## config.mk

```make
export PLATFORM = sky130hd
export DESIGN_NAME = phsync_clkdiv
export DESIGN_NICKNAME = d
export VERILOG_FILES = /design/src/rtl/phsync_pkg.sv /design/src/rtl/phsync_delay.sv /design/src/rtl/phsync_wave.sv /design/src/rtl/phsync_clkdiv.sv
export SDC_FILE = /design/constraint.sdc
export NUM_CORES = 1
export LEC_CHECK = 0
export ABC_CLOCK_PERIOD_IN_PS = 3100
export BUFFER_PORTS_ARGS = -buffer_cell sky130_fd_sc_hd__buf_2
export CORE_ASPECT_RATIO = 0.75
export CORE_MARGIN = 3
export CORE_UTILIZATION = 55
export CTS_CLUSTER_SIZE = 30
export DETAILED_ROUTE_END_ITERATION = 10
export PLACE_DENSITY = 0.84
export SYNTH_ARGS = -nofsm -noshare
export SYNTH_HDL_FRONTEND = slang
export SYNTH_SLANG_ARGS = --single-unit
```

## constraint.sdc

```tcl
create_clock -name clk -period 3.1 [get_ports clk]
set_clock_uncertainty 0.05 [all_clocks]
set_input_delay 0.465 -clock clk [delete_from_list [all_inputs] [get_ports clk]]
set_output_delay 0.465 -clock clk [all_outputs]
set_load 0.01 [all_outputs]
```

## src/rtl/phsync_pkg.sv

```systemverilog
package phsync_pkg;

  // Total wait after restart release: start bit weighs 2**ph_w cycles.
  function automatic int unsigned eff_delay(input logic start,
                                            input int unsigned phase,
                                            input int unsigned ph_w);
    return (start ? (32'd1 << ph_w) : 32'd0) + phase;
  endfunction

  // A length field encodes (cycles - 1).
  function automatic int unsigned half_len(input int unsigned field);
    return field + 32'd1;
  endfunction

endpackage

```

## src/rtl/phsync_delay.sv

```systemverilog
module phsync_delay #(
  parameter int DW = 5
) (
  input  logic          clk,
  input  logic          rst_n,
  input  logic          sync,
  input  logic [DW-1:0] load_val,
  output logic          done
);
  logic [DW-1:0] remain;

  always_ff @(posedge clk) begin
    if (!rst_n)             remain <= '0;
    else if (sync)          remain <= load_val;
    else if (remain != '0)  remain <= remain - 1'b1;
  end

  assign done = (remain == '0);
endmodule

```

## src/rtl/phsync_wave.sv

```systemverilog
module phsync_wave
  import phsync_pkg::*;
#(
  parameter int CNT_W = 4
) (
  input  logic             clk,
  input  logic             rst_n,
  input  logic             sync,
  input  logic             start_lvl,
  input  logic [CNT_W-1:0] hi_f,
  input  logic [CNT_W-1:0] lo_f,
  input  logic             armed,
  output logic             level,
  output logic             running,
  output logic             tick
);
  logic [CNT_W-1:0] cnt;
  logic [CNT_W-1:0] hi_m1, lo_m1;

  assign hi_m1 = CNT_W'(half_len(32'(hi_f)) - 32'd1);
  assign lo_m1 = CNT_W'(half_len(32'(lo_f)) - 32'd1);

  assign tick = running && armed && !sync && (cnt == '0);

  always_ff @(posedge clk) begin
    if (!rst_n) begin
      level   <= 1'b0;
      running <= 1'b0;
      cnt     <= '0;
    end else if (sync) begin
      level   <= start_lvl;
      running <= 1'b1;
      cnt     <= start_lvl ? hi_m1 : lo_m1;
    end else if (running && armed) begin
      if (cnt == '0) begin
        level <= ~level;
        cnt   <= level ? lo_m1 : hi_m1;
      end else begin
        cnt <= cnt - 1'b1;
      end
    end
  end
endmodule

```

## src/rtl/phsync_clkdiv.sv

```systemverilog
module phsync_clkdiv
  import phsync_pkg::*;
#(
  parameter int CNT_W = 4,
  parameter int PH_W  = 4
) (
  input  logic             clk,
  input  logic             rst_n,
  input  logic             sync,
  input  logic [CNT_W-1:0] hi_len,
  input  logic [CNT_W-1:0] lo_len,
  input  logic [PH_W-1:0]  phase_ofs,
  input  logic             start_high,
  output logic             div_out
);
  localparam int DW = PH_W + 1;

  logic [CNT_W-1:0] hi_s, lo_s;
  logic [CNT_W-1:0] hi_use, lo_use;
  logic [DW-1:0]    delay_load;
  logic             phase_done;
  logic             running;
  logic             edge_tick;

  // Length fields are captured during restart; live values feed the load.
  always_ff @(posedge clk) begin
    if (!rst_n) begin
      hi_s <= '0;
      lo_s <= '0;
    end else if (sync) begin
      hi_s <= hi_len;
      lo_s <= lo_len;
    end
  end

  assign hi_use     = sync ? hi_len : hi_s;
  assign lo_use     = sync ? lo_len : lo_s;
  assign delay_load = DW'(eff_delay(start_high, 32'(phase_ofs), PH_W));

  phsync_delay #(.DW(DW)) u_delay (
    .clk      (clk),
    .rst_n    (rst_n),
    .sync     (sync),
    .load_val (delay_load),
    .done     (phase_done)
  );

  phsync_wave #(.CNT_W(CNT_W)) u_wave (
    .clk       (clk),
    .rst_n     (rst_n),
    .sync      (sync),
    .start_lvl (start_high),
    .hi_f      (hi_use),
    .lo_f      (lo_use),
    .armed     (phase_done),
    .level     (div_out),
    .running   (running),
    .tick      (edge_tick)
  );
endmodule

```

### Word-level counts from Yosys, hierarchy flattened

Cells that the tools add are included.

* register bits: 19
* word-level logic and storage cells: 35

* $add $sub $neg: 7
* mux-type cells: 13
* bitwise gates (word level): 1
* reductions and logical operators: 8

Operators by type and width (number)
* $mux 4: 7
* $mux 5: 3
* $sub 4x1->4 const B: 3
* $add 4x1->4 const B: 2
* $reduce_bool 2->1: 3
* $add 5x4->5: 1
* $logic_not 5->1: 1
* $reduce_bool 5->1: 1
* $sub 5x1->5 const B: 1
* $logic_not 4->1: 1
* $mux 1: 3
* $reduce_and 2->1: 1
* $logic_and 1x1->1: 1
* $not 1->1: 1

### Depth between registers and ports, before layout

Gate-level depths: netlist (run 1).

* word-level depth: 7
* mapped depth: 6
* mapped depth without buffers: 6

### Cells and area by module

From an unflattened synthesis (run 1), not the netlist that was laid out.

* cells, all modules: 112
* area total of the unflattened synthesis: 1104.8 um^2

By module, submodules not included
* phsync_wave: instances 1, cells each 53, area each 460.4 um^2, seq. area each 120.1 um^2
* phsync_clkdiv: instances 1, cells each 25, area each 344.1 um^2, seq. area each 160.2 um^2
* phsync_delay: instances 1, cells each 34, area each 300.3 um^2, seq. area each 100.1 um^2

### Worst setup path after synthesis (run 1)

Ideal clock, no wire load.

* path kind: flip-flop to flip-flop
* start: register u_delay.remain[0]
* end: register u_wave.cnt[2]
* data arrival time: 1.439 ns
* data required time: 2.981 ns
* path slack: 1.542 ns
* cell stages (with the launch flop): 7
* buffers on the path: 0
* path through: dfxtp_1 inv_1 ha_1 nor4b_4 a21oi_2 a221o_1 a21oi_2

* word-level cells in the longest chain between the ends: 3

Ends and longest elaborated chain
* start, declared: line phsync_delay.sv:10 `logic [DW-1:0] remain;`
* start signal, assigned: line phsync_delay.sv:14 `else if (sync) remain <= load_val;`
* start signal, assigned: line phsync_delay.sv:15 `else if (remain != '0) remain <= remain - 1'b1;`
* $logic_not 5->1: line phsync_delay.sv:18 `assign done = (remain == '0);`
* $logic_and 1x1->1
* $reduce_bool 2->1 (no source line)
* end signal, assigned: line phsync_wave.sv:33 `cnt <= start_lvl ? hi_m1 : lo_m1;`
* end signal, assigned: line phsync_wave.sv:37 `cnt <= level ? lo_m1 : hi_m1;`
* end signal, assigned: line phsync_wave.sv:39 `cnt <= cnt - 1'b1;`
* end, declared: line phsync_wave.sv:17 `logic [CNT_W-1:0] cnt;`

Every way passes these cells.
A chain may end at the register's enable or synchronous reset.

### Final worst setup path (run 1)

Same ends and word-level chain as after synthesis.

==> load_flow_metrics.sql, run 1 <==
INSERT INTO impl_metrics (metric_group, metric, value, unit) VALUES
('clocking', 'numCtsBuffers', '3', ''),
('final_layout', 'post_route_cells_drive_above_1_share', '21.37', '%'),
('global_routing', 'first_global_vias', '818', ''),
('final_layout', 'multi_input_comb_area', '581.8', 'µm²'),
('timing', 'number_of_endpoints_failing_setup_at_the_final_stage', '0', ''),
('synth', 'syn-instance-count', '117', ''),
('global_routing', 'track_usage', '19.28', '%'),
('clocking', 'clock_latency_of_the_later_clocked_register_in_the_worst_skew_pair', '310', 'ps'),
('clocking', 'cts_buffer_depth', '2', ''),
('routing', 'drt-vias-per-instance', '5.684', ''),
('timing', 'layout_min_cycle_time', '1841', 'ps'),
('global_routing', 'global_route.overflow_total', '0', ''),
('setup_path', 'critical_path_cell_count', '6', ''),
('setup_path', 'worst-path-max-fanout', '6', ''),
('final_layout', 'finalInstanceArea', '1129', 'µm²'),
('routing', 'detailedRoute.firstPassIterationCount', '4', ''),
('timing', 'timing_max_transition_violations_final', '0', ''),
('global_routing', 'global_route_wire_length_before_repair', '3.601', 'mm'),
('pwr', 'power.net_switching', '0.1794', 'mW'),
('worst_hold_path', 'min_path_cells', '3', ''),
('die', 'die_height', '43.27', 'µm'),
('routing', 'drc', '0', ''),
('place', 'standard_cell_area_after_detailed_placement', '1099', 'µm²'),
('clocking', 'clk_pin_slew_worst_paths', '120', 'ps'),
('pwr', 'power.combinational.fraction', '25.7', '%'),
('timing', 'hold_viol_final', '0', ''),
('die', 'floorplan.rows', '12', ''),
('routing', 'antenna_violating_nets_post_route', '0', ''),
('die', 'ios', '17', ''),
('final_layout', 'antenna_cells_inserted', '0', ''),
('setup_path', 'timing_worst_setup_path_type', 'flop to flop', ''),
('setup_path', 'setup.worst_path.end_class', 'flop', ''),
('routing', 'wl_per_cell', '13.55', 'µm'),
('run_status', 'outcome', 'finished clean', ''),
('synth', 'synth_enable_flop_cells', '0', ''),
('pwr', 'internal_power', '0.3853', 'mW'),
('setup_path', 'timing.critical_path.buf_inv', '1', ''),
('timing', 'finalCritPeriodShare', '59.39', '%'),
('pwr', 'power.density_cell_area', '500.4', 'nW/µm²'),
('synth', 'syn-num-nets', '135', ''),
('setup_path', 'timing.critical_path.arrival', '2040', 'ps'),
('global_routing', 'grt_max_degree', '27', ''),
('synth', 'asyncSetResetFlopFracSynth', '0', '%'),
('pwr', 'vdd.ir_drop.worst', '0.3830', 'mV'),
('place', 'globalplace.congestion', '0.7912', ''),
('pwr', 'seq_power_share', '50.7', '%'),
('timing', 'maxClockFrequency', '543.2', 'MHz'),
('clocking', 'hold_buffers', '0', ''),
('global_routing', 'antenna_found_initial', '0', ''),
('pwr', 'static-leakage-power', '0.4923', 'nW'),
('timing', 'unrepaired_setup_endpoints_after_global_routing', 'no', ''),
('die', 'floorplan.initialDensity', '63.40', '%'),
('place', 'detailedPlacementHpwl', '1.627', 'mm'),
('synth', 'postSynthRegisterBits', '19', ''),
('synth', 'synthesis.area', '1018', 'µm²'),
('routing', 'via_count_of_the_routed_design', '864', ''),
('routing', 'totalWireLength', '2.059', 'mm'),
('pwr', 'power.total', '0.5647', 'mW'),
('clocking', 'clock_tree.root_cell', 'clkbuf_4', ''),
('setup_path', 'cp_top_family', 'compound AO/OA/AOI/OAI gates', ''),
('setup_path', 'path_common_cell', 'a21oi_2', ''),
('final_layout', 'syn2layout_area_growth', '10.81', '%'),
('clocking', 'number_of_gates_resized_after_cts', '0', ''),
('synth', 'yosysSeqAreaShare', '37.35', '%'),
('setup_path', 'cp_slowest_cell', 'nor4b_4', ''),
('pwr', 'power.switching_fraction', '31.77', '%'),
('synth', 'synth.distinct_cells', '33', ''),
('setup_path', 'critPathMaxStageDelay', '440', 'ps'),
('die', 'dieWidth', '55.69', 'µm'),
('timing', 'timing.slew.headroom', '66.37', '%'),
('timing', 'worstMarginPinSlew', '504.5', 'ps');
-- worst min-delay path, stage by stage --
cell and delay, ps:
buf_2 70, nand3_1 60, o21ai_1 70
-- area by class of cell --
class | count | area share (%)
Tap cell | 21 | 2.328
Clock buffer | 3 | 1.996
Multi-Input combinational cell | 84 | 51.55
Inverter | 8 | 2.661
Clock inverter | 1 | 0.6652
Timing Repair Buffer | 16 | 7.095
Sequential cell | 19 | 33.70
-- power by group through the flow --
stage / logic [mW] / registers [mW] / clock network, mW
after global placement: 0.138 / 0.290 / 0
final: 0.145 / 0.286 / 0.134
after global routing: 0.164 / 0.290 / 0.150
after detailed placement: 0.144 / 0.292 / 0
after floorplan: 0.116 / 0.285 / 0
after CTS: 0.145 / 0.286 / 0.137
-- logic make-up after synthesis --
group / after synthesis / share of synthesized area, %
DFF: 19 / 37.35
muxes: 18 / 17.94
and+or+nand+nor: 38 / 19.29
adders and majority gates: 2 / 2.457
xor gates and xnor gates: 1 / 0.8601
buffers and inverters: 14 / 5.528
AOI/OAI and AO/OA: 25 / 16.59
-- cell usage after synthesis (all sizes together) (2+ instances only) --
cell type	number	area share [%]
nor2	14	5.2
nand3	5	2.5
nand2	10	3.7
nor3	2	0.98
inv	7	2.6
dfxtp	19	37
a211oi	3	2.2
buf	4	1.8
a21oi	7	4.2
nor2b	3	1.8
ha	2	2.5
mux2i	16	16
o21ai	6	2.9
clkbuf	2	0.74
mux2	2	2.2
-- final timing paths --
kind | startpoint | end | slack [ps]
setup / recovery | u_delay.remain[0]$_SDFFE_PN0P_ | u_wave.cnt[2]$_SDFFE_PN0P_ | 1260
hold / removal | phase_ofs[0] | u_delay.remain[0]$_SDFFE_PN0P_ | 330
setup reg to reg | u_delay.remain[0]$_SDFFE_PN0P_ | u_wave.cnt[2]$_SDFFE_PN0P_ | 1260
hold reg to reg | hi_s[2]$_SDFF_PN0_ | hi_s[2]$_SDFF_PN0_ | 460
-- registers in the layout, indices dropped and copies added, names as in the netlist --
signal	cells
u_wave.running	1
u_wave.cnt	4
u_wave.level	1
hi_s	4
u_delay.remain	5
lo_s	4
-- through the flow --
| stage | instances | util, % |
|---|---|---|
| 3_5_place_dp | 148 | 68.38 |
| 6_report | 152 | 70.25 |
| 5_1_grt | 152 | 70.25 |
| 4_1_cts | 152 | 70.25 |
| 2_1_floorplan | 117 | - |
| 3_3_place_gp | 148 | 68.38 |
-- per-layer routing --
layer  share of wire (%)  vias up  track usage [%]
li1                    -      438                -
met1                  47      393            22.73
met2                  46       33            34.43
met3                 6.5        0            7.599
met4                   0        0            1.456
met5                   0        -                0
-- layout by cell type, fill, tap and decap left out, types with 2 or more instances in the layout --
master | synthesis | routed
nor2_1 | 14 | 14
nand2_1 | 10 | 10
clkbuf_4 | 0 | 3
nand3_1 | 5 | 5
a21oi_1 | 5 | 5
inv_1 | 7 | 7
a211oi_1 | 3 | 3
ha_1 | 2 | 2
o21ai_0 | 3 | 3
buf_2 | 3 | 16
nor2b_1 | 3 | 3
mux2i_1 | 16 | 16
dfxtp_1 | 19 | 19
mux2_2 | 2 | 2
o21ai_1 | 3 | 3
nor3_1 | 2 | 2
a21oi_2 | 2 | 2
No activity file was read; power rests on OpenSTA's default activity.
==> inputs of run 2 (changes only) <==
ABC_CLOCK_PERIOD_IN_PS = 1900   (was 3100)
CORE_UTILIZATION = 54   (was 55)
PLACE_DENSITY = 0.83   (was 0.84)
clock period = 1.9 ns   (was 3.1 ns; I/O delays follow)
==> load_flow_metrics.sql, run 2 (same netlist as run 1, synthesis figures left out) <==
INSERT INTO impl_metrics (metric_group, metric, value, unit) VALUES
('die', 'floorplan.initialDensity', '62.81', '%'),
('routing', 'drt-vias-per-instance', '5.490', ''),
('final_layout', 'seq_area', '380.4', 'µm²'),
('pwr', 'power.combinational.fraction', '25.8', '%'),
('timing', 'number_of_endpoints_failing_setup_at_the_final_stage', '0', ''),
('clocking', 'hold_buffers', '0', ''),
('worst_hold_path', 'worst_hold_startpoint', 'phase_ofs[1]', ''),
('pwr', 'seq_power_share', '51.3', '%'),
('die', 'ios', '17', ''),
('setup_path', 'critical_path_required', '2090', 'ps'),
('pwr', 'clockPowerShare', '22.9', '%'),
('clocking', 'clock_latency_of_the_later_clocked_register_in_the_worst_skew_pair', '300', 'ps'),
('final_layout', 'syn2layout_area_growth', '11.18', '%'),
('final_layout', 'finalNetCount', '151', ''),
('worst_hold_path', 'min_path_cells', '3', ''),
('place', 'portBuffers', '16', ''),
('final_layout', 'layout_common_cells', '19 x dfxtp_1, 16 x mux2i_1, 16 x buf_2, 14 x nor2_1, 10 x nand2_1', ''),
('place', 'standard_cell_area_after_detailed_placement', '1106', 'µm²'),
('final_layout', 'top_register_by_number_of_flip_flops', 'u_delay.remain', ''),
('timing', 'maxClockFrequency', '579.5', 'MHz'),
('place', 'globalplace.congestion', '0.8204', ''),
('timing', 'layout_min_cycle_time', '1726', 'ps'),
('final_layout', 'antenna_cells_inserted', '0', ''),
('routing', 'wl_per_cell', '13.02', 'µm'),
('worst_hold_path', 'hp-class', 'input port to flop', ''),
('pwr', 'power.switching_fraction', '30.77', '%'),
('run', 'drv_cap', '0', ''),
('setup_path', 'regToRegSetupSlack', '170', 'ps'),
('die', 'die-area', '2448', 'µm²'),
('clocking', 'clk_pin_slew_worst_paths', '110', 'ps'),
('global_routing', 'track_usage', '18.39', '%'),
('die', 'die_height', '43.61', 'µm'),
('global_routing', 'global_route.overflow_total', '0', ''),
('final_layout', 'finalCoreUtilization', '69.83', '%'),
('die', 'floorplan.rows', '12', ''),
('worst_hold_path', 'holdPathEnd', 'u_delay.remain[1]$_SDFFE_PN0P_', ''),
('global_routing', 'grt_max_degree', '17', ''),
('final_layout', 'mostFrequentLayoutCell', 'dfxtp_1', ''),
('final_layout', 'multi_input_comb_area', '581.8', 'µm²'),
('routing', 'antenna_violating_nets_post_route', '0', ''),
('clocking', 'number_of_gates_resized_after_cts', '0', ''),
('pwr', 'internal_power', '0.6315', 'mW'),
('routing', 'totalWireLength', '1.992', 'mm'),
('timing', 'hold_viol_final', '0', ''),
('die', 'dieWidth', '56.15', 'µm'),
('place', 'detailedPlacementHpwl', '1.452', 'mm'),
('setup_path', 'r2r-end', 'u_wave.cnt[2]$_SDFFE_PN0P_', ''),
('global_routing', 'global_route_wire_length_before_repair', '3.456', 'mm'),
('clocking', 'htreeDepth', '1', ''),
('pwr', 'power.density_cell_area', '805.6', 'nW/µm²'),
('setup_path', 'r2r.worst_path.cells', '6', ''),
('final_layout', 'largest_register_ff_count', '5', ''),
('run_status', 'outcome', 'finished clean', ''),
('timing', 'unrepaired_setup_endpoints_after_global_routing', 'no', ''),
('timing', 'worstMarginPinSlew', '440.0', 'ps'),
('die', 'area_of_the_placeable_core', '1622', 'µm²'),
('setup_path', 'setup.worst_path.end_class', 'flop', ''),
('global_routing', 'first_global_vias', '764', ''),
('timing', 'timing.slew.headroom', '70.54', '%'),
('global_routing', 'antenna_found_initial', '0', ''),
('final_layout', 'fillerInstances', '138', ''),
('clocking', 'clock_tree.root_cell', 'clkbuf_4', ''),
('pwr', 'static-leakage-power', '0.4982', 'nW'),
('setup_path', 'worst_setup_path_start_kind', 'flop', ''),
('setup_path', 'timing_worst_setup_path_type', 'flop to flop', ''),
('clocking', 'cts.repair_timing.setup_buffer_count', '0', ''),
('clocking', 'numCtsBuffers', '3', ''),
('clocking', 'cts_tree', 'yes', ''),
('setup_path', 'timing.critical_path.arrival', '1920', 'ps'),
('timing', 'finalCritPeriodShare', '90.82', '%'),
('setup_path', 'worst-path-max-fanout', '6', ''),
('routing', 'drc', '0', ''),
('routing', 'iteration_0_drc_count_of_the_detailed_router', '13', ''),
('routing', 'via_count_of_the_routed_design', '840', ''),
('final_layout', 'post_route_cells_drive_above_1_share', '21.21', '%'),
('clocking', 'cts_buffer_depth', '2', ''),
('clocking', 'clkSinkCount', '19', ''),
('timing', 'timing_max_transition_violations_final', '0', ''),
('pwr', 'vdd.ir_drop.worst', '0.6664', 'mV'),
('final_layout', 'finalInstanceArea', '1132', 'µm²'),
('setup_path', 'rr_startpoint', 'u_delay.remain[0]$_SDFFE_PN0P_', ''),
('pwr', 'power.net_switching', '0.2807', 'mW'),
('routing', 'detailedRoute.firstPassIterationCount', '4', ''),
('timing', 'totalNegativeSetupSlack', '0', 'ps');
==> run 2: cell count changes in the layout (fill, tap and decap cells not counted), sizes merged <==
cell      before  now
buf           16   17
clkbuf         3    4
clkinvlp       1    0
==> run 2: cell type report <==
class | count | area share, %
Multi-Input combinational cell | 84 | 51.38
Sequential cell | 19 | 33.59
Inverter | 8 | 2.652
Clock buffer | 4 | 2.320
Tap cell | 21 | 2.320
Timing Repair Buffer | 17 | 7.735
==> run 2: worst max-delay path, stage by stage, from the launching register on <==
cell	delay (ps)
dfxtp_1	330
inv_1	90
ha_1	230
nor4b_4	390
a21oi_2	170
a221o_1	300
a21oi_2	120
==> run 2: how the worst max path moves through the flow <==
stage,startpoint,endpoint,slack (ps),cells after the start
6_report,u_delay.remain[0]$_SDFFE_PN0P_,u_wave.cnt[2]$_SDFFE_PN0P_,170,6
5_1_grt,u_delay.remain[0]$_SDFFE_PN0P_,u_wave.cnt[2]$_SDFFE_PN0P_,20,6
4_1_cts,u_delay.remain[0]$_SDFFE_PN0P_,u_wave.cnt[2]$_SDFFE_PN0P_,170,6
3_5_place_dp,u_delay.remain[0]$_SDFFE_PN0P_,u_wave.cnt[2]$_SDFFE_PN0P_,200,6
3_3_place_gp,u_delay.remain[0]$_SDFFE_PN0P_,u_wave.cnt[2]$_SDFFE_PN0P_,260,6
2_1_floorplan,u_delay.remain[0]$_SDFFE_PN0P_,u_wave.cnt[2]$_SDFFE_PN0P_,340,6
==> run 2: power groups by stage <==
stage | logic [mW] | clock network (mW) | registers [mW]
finish | 0.235 | 0.209 | 0.468
global route | 0.267 | 0.230 | 0.475
CTS | 0.235 | 0.215 | 0.468
detailed placement | 0.233 | 0 | 0.477
global placement | 0.228 | 0 | 0.474
floorplan | 0.189 | 0 | 0.465
==> run 2: stage by stage <==
step | setup WS [ps] | hold WS, ps | std cells | total power, mW
finish | 174.4 | 154.1 | 153 | 0.9122
global route | 22.47 | 162.7 | 153 | 0.9714
CTS | 167.5 | 148.1 | 153 | 0.9180
detailed placement | 198.9 | 438.6 | 149 | 0.7095
global placement | 260.0 | 417.9 | 149 | 0.7024
floorplan | 342.0 | 373.3 | 117 | 0.6541
==> run 2: layer usage <==
layer	share of wire [%]	track usage, %
met5	0	0
met2	44	27.97
met3	5.0	7.143
met1	51	24.78
met4	0.60	4.265
